## src/rtl/rxq_pkg.sv

```systemverilog
package rxq_pkg;
  localparam int BYTE_W = 8;
  localparam int IRQ_W  = 5;

  localparam int IRQ_STAT_FULL = 0;
  localparam int IRQ_EOF       = 1;
  localparam int IRQ_ABRT      = 2;
  localparam int IRQ_THR       = 3;
  localparam int IRQ_OVR       = 4;

  localparam int SW_EOF  = 0;
  localparam int SW_ABRT = 1;
  localparam int SW_OVR  = 2;

  typedef struct packed {
    logic              flush;
    logic              push;
    logic              pushTag;
    logic [BYTE_W-1:0] pushData;
    logic              pop;
  } fifoCmd_t;
endpackage

```

## src/rtl/rxq_data.sv

```systemverilog
module rxq_data
  import rxq_pkg::*;
#(
  parameter int DEPTH = 64,
  localparam int AW = (DEPTH > 1) ? $clog2(DEPTH) : 1
) (
  input  logic              clk,
  input  logic              rstN,
  input  fifoCmd_t          cmd,
  output logic              headTag,
  output logic [BYTE_W-1:0] headData
);
  logic [BYTE_W:0] mem [DEPTH];
  logic [AW-1:0]   wrPtr;
  logic [AW-1:0]   rdPtr;

  function automatic logic [AW-1:0] nextPtr(input logic [AW-1:0] p);
    return (p == AW'(DEPTH - 1)) ? '0 : p + 1'b1;
  endfunction

  always_ff @(posedge clk) begin
    if (cmd.push && !cmd.flush) begin
      mem[wrPtr] <= {cmd.pushTag, cmd.pushData};
    end
  end

  always_ff @(posedge clk) begin
    if (!rstN || cmd.flush) begin
      wrPtr <= '0;
      rdPtr <= '0;
    end else begin
      if (cmd.push) wrPtr <= nextPtr(wrPtr);
      if (cmd.pop)  rdPtr <= nextPtr(rdPtr);
    end
  end

  assign {headTag, headData} = mem[rdPtr];
endmodule

```

## src/rtl/rxq_ctrl.sv

```systemverilog
module rxq_ctrl
  import rxq_pkg::*;
#(
  parameter int DEPTH    = 64,
  parameter int STAT_MAX = 16,
  localparam int CW = $clog2(DEPTH + 1),
  localparam int SW = $clog2(STAT_MAX + 1)
) (
  input  logic              clk,
  input  logic              rstN,
  input  logic              reinit,
  input  logic              wrByte,
  input  logic [BYTE_W-1:0] wrData,
  input  logic              wrClose,
  input  logic              wrEof,
  input  logic              wrAbrt,
  input  logic              rdPop,
  input  logic [CW-1:0]     thresh,
  input  logic              irqRead,
  input  logic              headTag,
  output fifoCmd_t          cmd,
  output logic              rdValid,
  output logic [IRQ_W-1:0]  irqStatus
);
  logic [CW-1:0]    count, countNext, freeSpace;
  logic [SW-1:0]    statCount, statNext;
  logic             locked, armed;
  logic [IRQ_W-1:0] irqReg, irqSet;
  logic             hasRoom, wrAny, acceptByte, acceptClose, overrun, pushStat, thrHit;
  logic [BYTE_W-1:0] statusByte;

  always_comb begin
    hasRoom     = (count <= CW'(DEPTH - 2)) && (statCount <= SW'(STAT_MAX - 2));
    wrAny       = !locked && !reinit && (wrByte || wrClose);
    acceptClose = wrAny && wrClose && hasRoom;
    acceptByte  = wrAny && !wrClose && hasRoom;
    overrun     = wrAny && !hasRoom;
    pushStat    = acceptClose || overrun;

    statusByte = '0;
    if (overrun) begin
      statusByte[SW_OVR] = 1'b1;
    end else begin
      statusByte[SW_EOF]  = wrEof;
      statusByte[SW_ABRT] = wrAbrt;
    end

    cmd.flush    = reinit;
    cmd.push     = acceptByte || pushStat;
    cmd.pushTag  = pushStat;
    cmd.pushData = acceptByte ? wrData : statusByte;
    cmd.pop      = rdPop && (count != '0) && !reinit;

    countNext = count + CW'(cmd.push) - CW'(cmd.pop);
    statNext  = statCount + SW'(pushStat) - SW'(cmd.pop && headTag);
    freeSpace = CW'(DEPTH) - count;
    thrHit    = armed && (count >= thresh);

    irqSet                = '0;
    irqSet[IRQ_STAT_FULL] = pushStat && (statNext >= SW'(STAT_MAX - 1));
    irqSet[IRQ_EOF]       = acceptClose && wrEof;
    irqSet[IRQ_ABRT]      = acceptClose && wrAbrt;
    irqSet[IRQ_THR]       = thrHit && !reinit;
    irqSet[IRQ_OVR]       = overrun;
  end

  always_ff @(posedge clk) begin
    if (!rstN || reinit) begin
      count     <= '0;
      statCount <= '0;
      locked    <= 1'b0;
      armed     <= 1'b1;
    end else begin
      count     <= countNext;
      statCount <= statNext;
      locked    <= locked || overrun;
      if (thrHit)                 armed <= 1'b0;
      else if (freeSpace > thresh) armed <= 1'b1;
    end
  end

  always_ff @(posedge clk) begin
    if (!rstN) irqReg <= '0;
    else       irqReg <= irqSet | (irqReg & ~{IRQ_W{irqRead}});
  end

  assign rdValid   = (count != '0);
  assign irqStatus = irqReg;
endmodule

```

## src/rtl/rx_status_fifo.sv

```systemverilog
module rx_status_fifo
  import rxq_pkg::*;
#(
  parameter int DEPTH    = 64,
  parameter int STAT_MAX = 16,
  localparam int CW = $clog2(DEPTH + 1)
) (
  input  logic              clk,
  input  logic              rstN,
  input  logic              reinit,
  input  logic              wrByte,
  input  logic [BYTE_W-1:0] wrData,
  input  logic              wrClose,
  input  logic              wrEof,
  input  logic              wrAbrt,
  input  logic              rdPop,
  output logic              rdValid,
  output logic              rdTag,
  output logic [BYTE_W-1:0] rdData,
  input  logic [CW-1:0]     thresh,
  input  logic              irqRead,
  output logic [IRQ_W-1:0]  irqStatus
);
  fifoCmd_t cmd;
  logic     headTag;

  rxq_ctrl #(.DEPTH(DEPTH), .STAT_MAX(STAT_MAX)) u_ctrl (
    .clk(clk), .rstN(rstN), .reinit(reinit),
    .wrByte(wrByte), .wrData(wrData), .wrClose(wrClose),
    .wrEof(wrEof), .wrAbrt(wrAbrt), .rdPop(rdPop),
    .thresh(thresh), .irqRead(irqRead), .headTag(headTag),
    .cmd(cmd), .rdValid(rdValid), .irqStatus(irqStatus)
  );

  rxq_data #(.DEPTH(DEPTH)) u_data (
    .clk(clk), .rstN(rstN), .cmd(cmd),
    .headTag(headTag), .headData(rdData)
  );

  assign rdTag = headTag;
endmodule

```

## config.mk

```make
export PLATFORM = sky130hd
export DESIGN_NAME = rx_status_fifo
export DESIGN_NICKNAME = d
export VERILOG_FILES = /design/src/rtl/rxq_pkg.sv /design/src/rtl/rxq_data.sv /design/src/rtl/rxq_ctrl.sv /design/src/rtl/rx_status_fifo.sv
export SDC_FILE = /design/constraint.sdc
export NUM_CORES = 1
export LEC_CHECK = 0
export ABC_AREA = 1
export BUFFER_PORTS_ARGS = -buffer_cell sky130_fd_sc_hd__buf_2
export CAP_MARGIN = 0
export CORE_UTILIZATION = 25
export DETAILED_ROUTE_END_ITERATION = 7
export GPL_ROUTABILITY_DRIVEN = 1
export SLEW_MARGIN = 0
export SYNTH_ARGS = -nofsm -noshare
export SYNTH_HDL_FRONTEND = slang
export SYNTH_SLANG_ARGS = --single-unit
```

## constraint.sdc

```tcl
create_clock -name clk -period 13.3 [get_ports clk]
set_input_delay 3.325 -clock clk [delete_from_list [all_inputs] [get_ports clk]]
set_output_delay 3.325 -clock clk [all_outputs]
set_load 0.05 [all_outputs]
```

==> results of run 1 <==
-- path summary, 6_finish.rpt --
kind | to | slack [ns]
min reg2reg | u_ctrl.locked$_SDFF_PP0_ | 0.47
min | u_ctrl.locked$_SDFF_PP0_ | 0.47
max | rdData[1] | 5.17
max reg2reg | u_ctrl.irqStatus[0]$_SDFF_PN0_ | 7.54
-- routing by layer --
metal  share of wire [%]  wire (um)  vias to the layer above
li1                    -          -                     7928
met1                  44      30400                     8347
met2                  45      30600                      684
met3                 8.0       5490                      118
met4                 3.1       2130                        0
met5                   0          0                        -
-- tightest hold or removal path: stages, from the launching register on --
cell     delay (ns)
dfxtp_1        0.32
inv_1          0.05
a21oi_1        0.06
-- power groups by stage --
| stage | clock network [W] | logic (W) | registers (W) |
|---|---|---|---|
| detailed placement | 0 | 0.000450 | 0.00224 |
| CTS | 0.00180 | 0.000452 | 0.00220 |
| global route | 0.00187 | 0.000498 | 0.00220 |
| finish | 0.00178 | 0.000450 | 0.00220 |
| floorplan | 0 | 0.000299 | 0.00225 |
| global placement | 0 | 0.000444 | 0.00224 |
-- kinds of logic after synthesis --
family	after synthesis
simple gates	1173
flops	613
buf+inv	222
compound gates	205
fa+ha+maj	43
xor+xnor	9
-- final cells by class --
type / instances / area [um2] / share of cell area, %
clock buffers: 80 / 1640 / 5.58
multi-input cells: 1430 / 6770 / 23.1
flip-flops and latches: 613 / 18000 / 61.5
clock inverters: 30 / 413 / 1.41
inverters: 98 / 378 / 1.29
repair buffers: 62 / 370 / 1.26
well taps: 1368 / 1710 / 5.84
-- cell usage after synthesis (2+ instances only) --
master / instances / share of area (%)
a21oi_1: 67 / 1.3
buf_1: 9 / 0.13
buf_2: 58 / 1.1
buf_4: 23 / 0.67
buf_6: 15 / 0.65
clkbuf_1: 17 / 0.25
clkinv_1: 4 / 0.058
dfxtp_1: 37 / 2.9
edfxtp_1: 576 / 67
fa_1: 2 / 0.15
ha_1: 41 / 2.0
inv_1: 90 / 1.3
inv_2: 3 / 0.044
nand2_1: 614 / 8.9
nand3_1: 392 / 7.6
nand4_1: 6 / 0.15
nor2_1: 148 / 2.1
nor3_1: 4 / 0.077
o21ai_0: 94 / 1.8
o21ai_1: 12 / 0.23
o21bai_1: 2 / 0.058
o22ai_1: 24 / 0.58
xnor2_1: 3 / 0.10
xor2_1: 6 / 0.20
-- cells in the final DEF (no fill, tap or decap), types with 8 or more instances in the layout --
| cell type | count |
|---|---|
| edfxtp_1 | 576 |
| nor2_1 | 143 |
| nand2_1 | 613 |
| bufinv_16 | 9 |
| buf_2 | 38 |
| clkbuf_8 | 8 |
| clkbuf_1 | 13 |
| o21ai_0 | 92 |
| o21ai_1 | 12 |
| buf_4 | 24 |
| inv_1 | 90 |
| nand3_1 | 392 |
| clkinv_1 | 13 |
| ha_1 | 41 |
| clkbuf_16 | 59 |
| dfxtp_1 | 34 |
| a21oi_1 | 66 |
| o22ai_1 | 24 |
-- registers in the layout (all words and copies together) (netlist names), named ones only --
signal,flops
u_ctrl.count,7
u_ctrl.locked,1
u_data.rdPtr,6
u_data.wrPtr,6
u_ctrl.irqStatus,5
u_ctrl.armed,1
u_ctrl.statCount,5
u_data.mem,576
-- per-stage QoR --
| stage | total power, W | utilization (%) | worst slack (ns) |
|---|---|---|---|
| global placement | 0.00269 | 26.7 | 5.89 |
| floorplan | 0.00254 | - | 6.10 |
| finish | 0.00443 | 28.7 | 5.17 |
| global route | 0.00457 | 28.7 | 4.86 |
| CTS | 0.00445 | 28.7 | 5.17 |
| detailed placement | 0.00269 | 26.7 | 5.88 |
==> run_results.csv, run 1 <==
group,metric,value,unit
power_and_ir_drop,sw_frac_of_total,24.8,%
critical_path,critPathMaxStageDelay,0.82,ns
critical_path,path_depth,12,
cts,cts_max_path_buffers,3,
floorplanning,die_h,324,um
drt,wl,68.6,mm
yosys,ys_seq_area_share,69.7,%
cts,cts_resized,0,
power_and_ir_drop,power_switching,0.00110,W
critical_path,path_buf_inv,4,
yosys,synth_xor_area_share,0.305,%
cells_and_area,area_growth,13.4,%
global_route,use_met2,19.6,%
placement,place_area,27300,um2
floorplanning,ios,39,
power_and_ir_drop,seqPwrFrac,49.7,%
placement,dp_hpwl,38.0,mm
yosys,synth_top_family_by_area,"simple AND/OR/NAND/NOR gates",
cts,ctsHoldBuffers,0,
sta,tns,0,ns
sta,skew,0.0300,ns
critical_path,crit_path_end_kind,"output port",
global_route,antenna_found_initial,0,
power_and_ir_drop,p_comb_share,10.2,%
power_and_ir_drop,p_leak,10.3,nW
yosys,syn_avg_cell_area,11.4,um2
global_route,track_usage,12.9,%
sta,min_period,8.13,ns
sta,rsz0062_at_grt,"false",
critical_path,crit_slowest_cell,"buf_4",
cells_and_area,antenna_cells,0,
sta,setup_viol,0,
hold_path,min_path_cells,2,
floorplanning,die_w,324,um
floorplanning,start_util,25.3,%
global_route,grt_overflow,0,
cells_and_area,final_cells,3681,
drt,ant_nets,0,
flow_run,maxCapViolCount,0,
drt,wl_per_cell,18.6,um
power_and_ir_drop,p_clk_share,40.1,%
drt,vias,17100,
hold_path,hp-start,"u_ctrl.locked$_SDFF_PP0_",
critical_path,crit_path_max_fanout,126,
cells_and_area,finish.instance_area,29300,um2
sta,hold_viol,0,
floorplanning,core,102000,um2
cts,root_buffer,"clkbuf_16",
cts,insertion_delay,0.64,ns
cells_and_area,drive_above_1_share,7.57,%
drt,drtPass1Iterations,7,
drt,drtIter0Drc,1921,
global_route,met3_usage,2.07,%
cts,cts_tree,"yes",
critical_path,ff2ff_path_depth,23,
global_route,grt_pass1_wl,103,mm
sta,maxClockFrequency,123,MHz
cts,cts_buffers,59,
critical_path,worstPathCellList,"inv_8, buf_4, buf_4, nand2_1, nand3_1, nand3_1, nand2_1, a21oi_1, o21ai_1, nand3_1, nand2_1, buf_2",
cts,clk_pin_slew,0.06,ns
critical_path,path_class,"reg -> out",
global_route,busiest_layer,"met2",
yosys,synth_edf_count,576,
sta,holdWs,0.468,ns
yosys,synth_cell_types,42,
drt,drcViolationCount,0,
placement,dpl.cell_count,3571,
cells_and_area,fillers,10600,
sta,tightest_slew,1.27,ns
cells_and_area,final_nets,2331,
placement,io_buffer_count,38,
critical_path,worst_ep_required_time,9.97,ns
yosys,synthMuxAreaShare,0,%
yosys,async_flop_share,0,%
cts,cts_setup_buffers,0,
yosys,synthAdderAreaFrac,2.14,%
status,status,"completed",
yosys,synthFlopType,"edfxtp_1",
critical_path,cp.arrival,4.81,ns
yosys,yosys.area_share.simple,19.3,%
critical_path,cp-start-kind,"flop",
sta,slew_violations,0,
placement,routabilityCongestion,0.838,
power_and_ir_drop,p_per_area,151,nW/um2
yosys,yosys_warnings,0,
critical_path,cp_top_family,"buffers and inverters",
global_route,met1_usage,18.4,%
yosys,synth-compound-area-share,4.17,%
yosys,synth_area,25900,um2
sta,slew_headroom,15.0,%
floorplanning,placementRows,117,
power_and_ir_drop,vdd_drop_max,0.101,mV
yosys,synth_cells,2265,
cts,clkSinkCount,613,
hold_path,hold_class,"reg -> reg",
global_route,grt_pass1_vias,16300,
sta,fin_crit_sh,61.2,%
cts,cts_max_level,2,
drt,viasPerCell,4.64,
power_and_ir_drop,p_int,0.00333,W
floorplanning,dieArea,105000,um2
yosys,yosys_register_bits,613,
global_route,grt_max_degree,127,
yosys,synth_nets,2332,
No activity file was read; power rests on OpenSTA's default activity.
==> run 2: changes to the inputs <==
clock period = 7.9 ns   (was 13.3 ns; I/O delays follow)
==> run 2 against run 1 <==
Setup slack got worse by 3.1 ns. Worst hold slack got worse by 0.0048 ns. Highest routed layer is now met5. Sequential power rose by 68%. Register-to-register slack worse by 4.4 ns. Combinational power grew 67%. Critical path type unchanged. Critical path depth shrank 1.
==> run_results.csv, run 2 (synthesized netlist as in run 1, its figures left out) <==
group,metric,value,unit
sta,maxClockFrequency,171,MHz
cells_and_area,regMostFlops,"u_data.mem",
power_and_ir_drop,vdd_drop_max,0.175,mV
critical_path,cp_top_family,"buffers and inverters",
floorplanning,die_w,324,um
global_route,grt_pass1_vias,16200,
sta,skew,0.0435,ns
drt,wl_per_cell,18.1,um
global_route,grt_overflow,0,
placement,dp_hpwl,37.2,mm
critical_path,worst_ep_required_time,5.93,ns
global_route,grt_max_degree,224,
drt,drtIter0Drc,1857,
floorplanning,ios,39,
sta,tightest_slew,1.15,ns
cts,cts_max_path_buffers,3,
sta,fin_crit_sh,74.2,%
power_and_ir_drop,p_leak,10.2,nW
drt,wl,66.5,mm
flow_run,maxCapViolCount,0,
critical_path,crit_path_max_fanout,155,
cts,cts_resized,0,
placement,routabilityCongestion,0.821,
drt,drtPass1Iterations,8,
cells_and_area,final_nets,2329,
cells_and_area,drive_above_1_share,7.10,%
drt,drcViolationCount,0,
placement,place_area,27300,um2
cells_and_area,antenna_cells,0,
cells_and_area,layout_common_cells,"613 x nand2_1, 576 x edfxtp_1, 392 x nand3_1",
floorplanning,die_h,324,um
drt,vias,17000,
cells_and_area,fillers,10600,
critical_path,cp.arrival,3.89,ns
cells_and_area,largest_reg_flops,576,
sta,min_period,5.86,ns
sta,rsz0062_at_grt,"false",
cts,clkSinkCount,613,
cells_and_area,finish.instance_area,29100,um2
cts,root_buffer,"clkbuf_16",
sta,tns,0,ns
floorplanning,start_util,25.3,%
cells_and_area,final_common_cell,"nand2_1",
hold_path,hold_class,"reg -> reg",
global_route,antenna_found_initial,3,
cells_and_area,area_growth,12.6,%
sta,slew_violations,0,
cts,clk_pin_slew,0.07,ns
cts,cts_max_level,2,
critical_path,crit_path_end_kind,"output port",
floorplanning,placementRows,117,
placement,io_buffer_count,38,
global_route,track_usage,12.5,%
critical_path,worstPathCellList,"inv_8, buf_4, nand2_1, nand3_1, nand3_1, nand2_1, nand2_1, nand3_1, nand3_1, nand2_1, buf_2",
sta,slew_headroom,23.2,%
cts,cts_buffers,58,
critical_path,critPathMaxStageDelay,0.65,ns
power_and_ir_drop,power.total,0.00717,W
cts,ctsHoldBuffers,0,
critical_path,path_class,"reg -> out",
cts,cts_tree,"yes",
cts,insertion_delay,0.64,ns
power_and_ir_drop,p_per_area,246,nW/um2
status,status,"completed",
sta,setup_viol,0,
global_route,grt_pass1_wl,101,mm
sta,holdWs,0.463,ns
critical_path,crit_slowest_cell,"inv_8",
cells_and_area,largestRegisters,"u_data.mem (576), u_ctrl.count (7)",
floorplanning,core,102000,um2
floorplanning,dieArea,105000,um2
critical_path,cp-start-kind,"flop",
cts,cts_setup_buffers,0,
drt,ant_nets,0,
drt,viasPerCell,4.61,
critical_path,path_buf_inv,3,
sta,hold_viol,0,
run 2: power breakdown:
| part | internal, W | switching, W | leakage [nW] |
|---|---|---|---|
| registers | 0.00367 | 0.0000269 | 5.61 |
| clock network | 0.00149 | 0.00123 | 0.872 |
| logic | 0.000187 | 0.000567 | 3.70 |
run 2: layout make-up:
class	count	area, um2	share of cell area, %
tap	1368	1710	5.88
multi-input combinational	1430	6770	23.3
clock inverter	34	300	1.03
timing repair buffer	61	388	1.33
clock buffer	75	1520	5.20
sequential	613	18000	62.0
inverter	98	380	1.31
run 2: path summary, 6_finish.rpt:
| check | startpoint | endpoint | slack [ns] | cells past startpoint |
|---|---|---|---|---|
| min reg2reg | u_ctrl.irqStatus[2]$_SDFF_PN0_ | u_ctrl.irqStatus[2]$_SDFF_PN0_ | 0.46 | 2 |
| max | flop | rdData[6] | 2.04 | 11 |
| max reg2reg | flop | u_ctrl.irqStatus[0]$_SDFF_PN0_ | 3.17 | 21 |
| min | u_ctrl.irqStatus[2]$_SDFF_PN0_ | u_ctrl.irqStatus[2]$_SDFF_PN0_ | 0.46 | 2 |
run 2: routing by layer:
layer | vias to the layer above | wire length, um | share of wire, % | global-route usage [%]
met2 | 635 | 29500 | 44 | 19.1
met4 | 4 | 1310 | 2.0 | 3.04
met3 | 99 | 5440 | 8.2 | 2.35
li1 | 7923 | - | - | -
met5 | - | 33 | 0.050 | 0
met1 | 8298 | 30200 | 45 | 18.2
run 2: tightest hold or removal path: cells and delay by family, from the launching register on:
kind	cells	cell delay, ns
AO/OA/AOI/OAI	1	0.05
AND/OR/NAND/NOR	1	0.06
flip-flops	1	0.31
run 2: per-stage QoR:
| stage | cells | utilization [%] | worst slack, ns |
|---|---|---|---|
| 6_report | 3679 | 28.5 | 2.04 |
| 5_1_grt | 3679 | 28.5 | 1.84 |
| 4_1_cts | 3679 | 28.5 | 2.14 |
| 3_5_place_dp | 3570 | 26.7 | 2.77 |
| 3_3_place_gp | 3570 | 26.7 | 2.83 |
| 2_1_floorplan | 2265 | - | 2.05 |
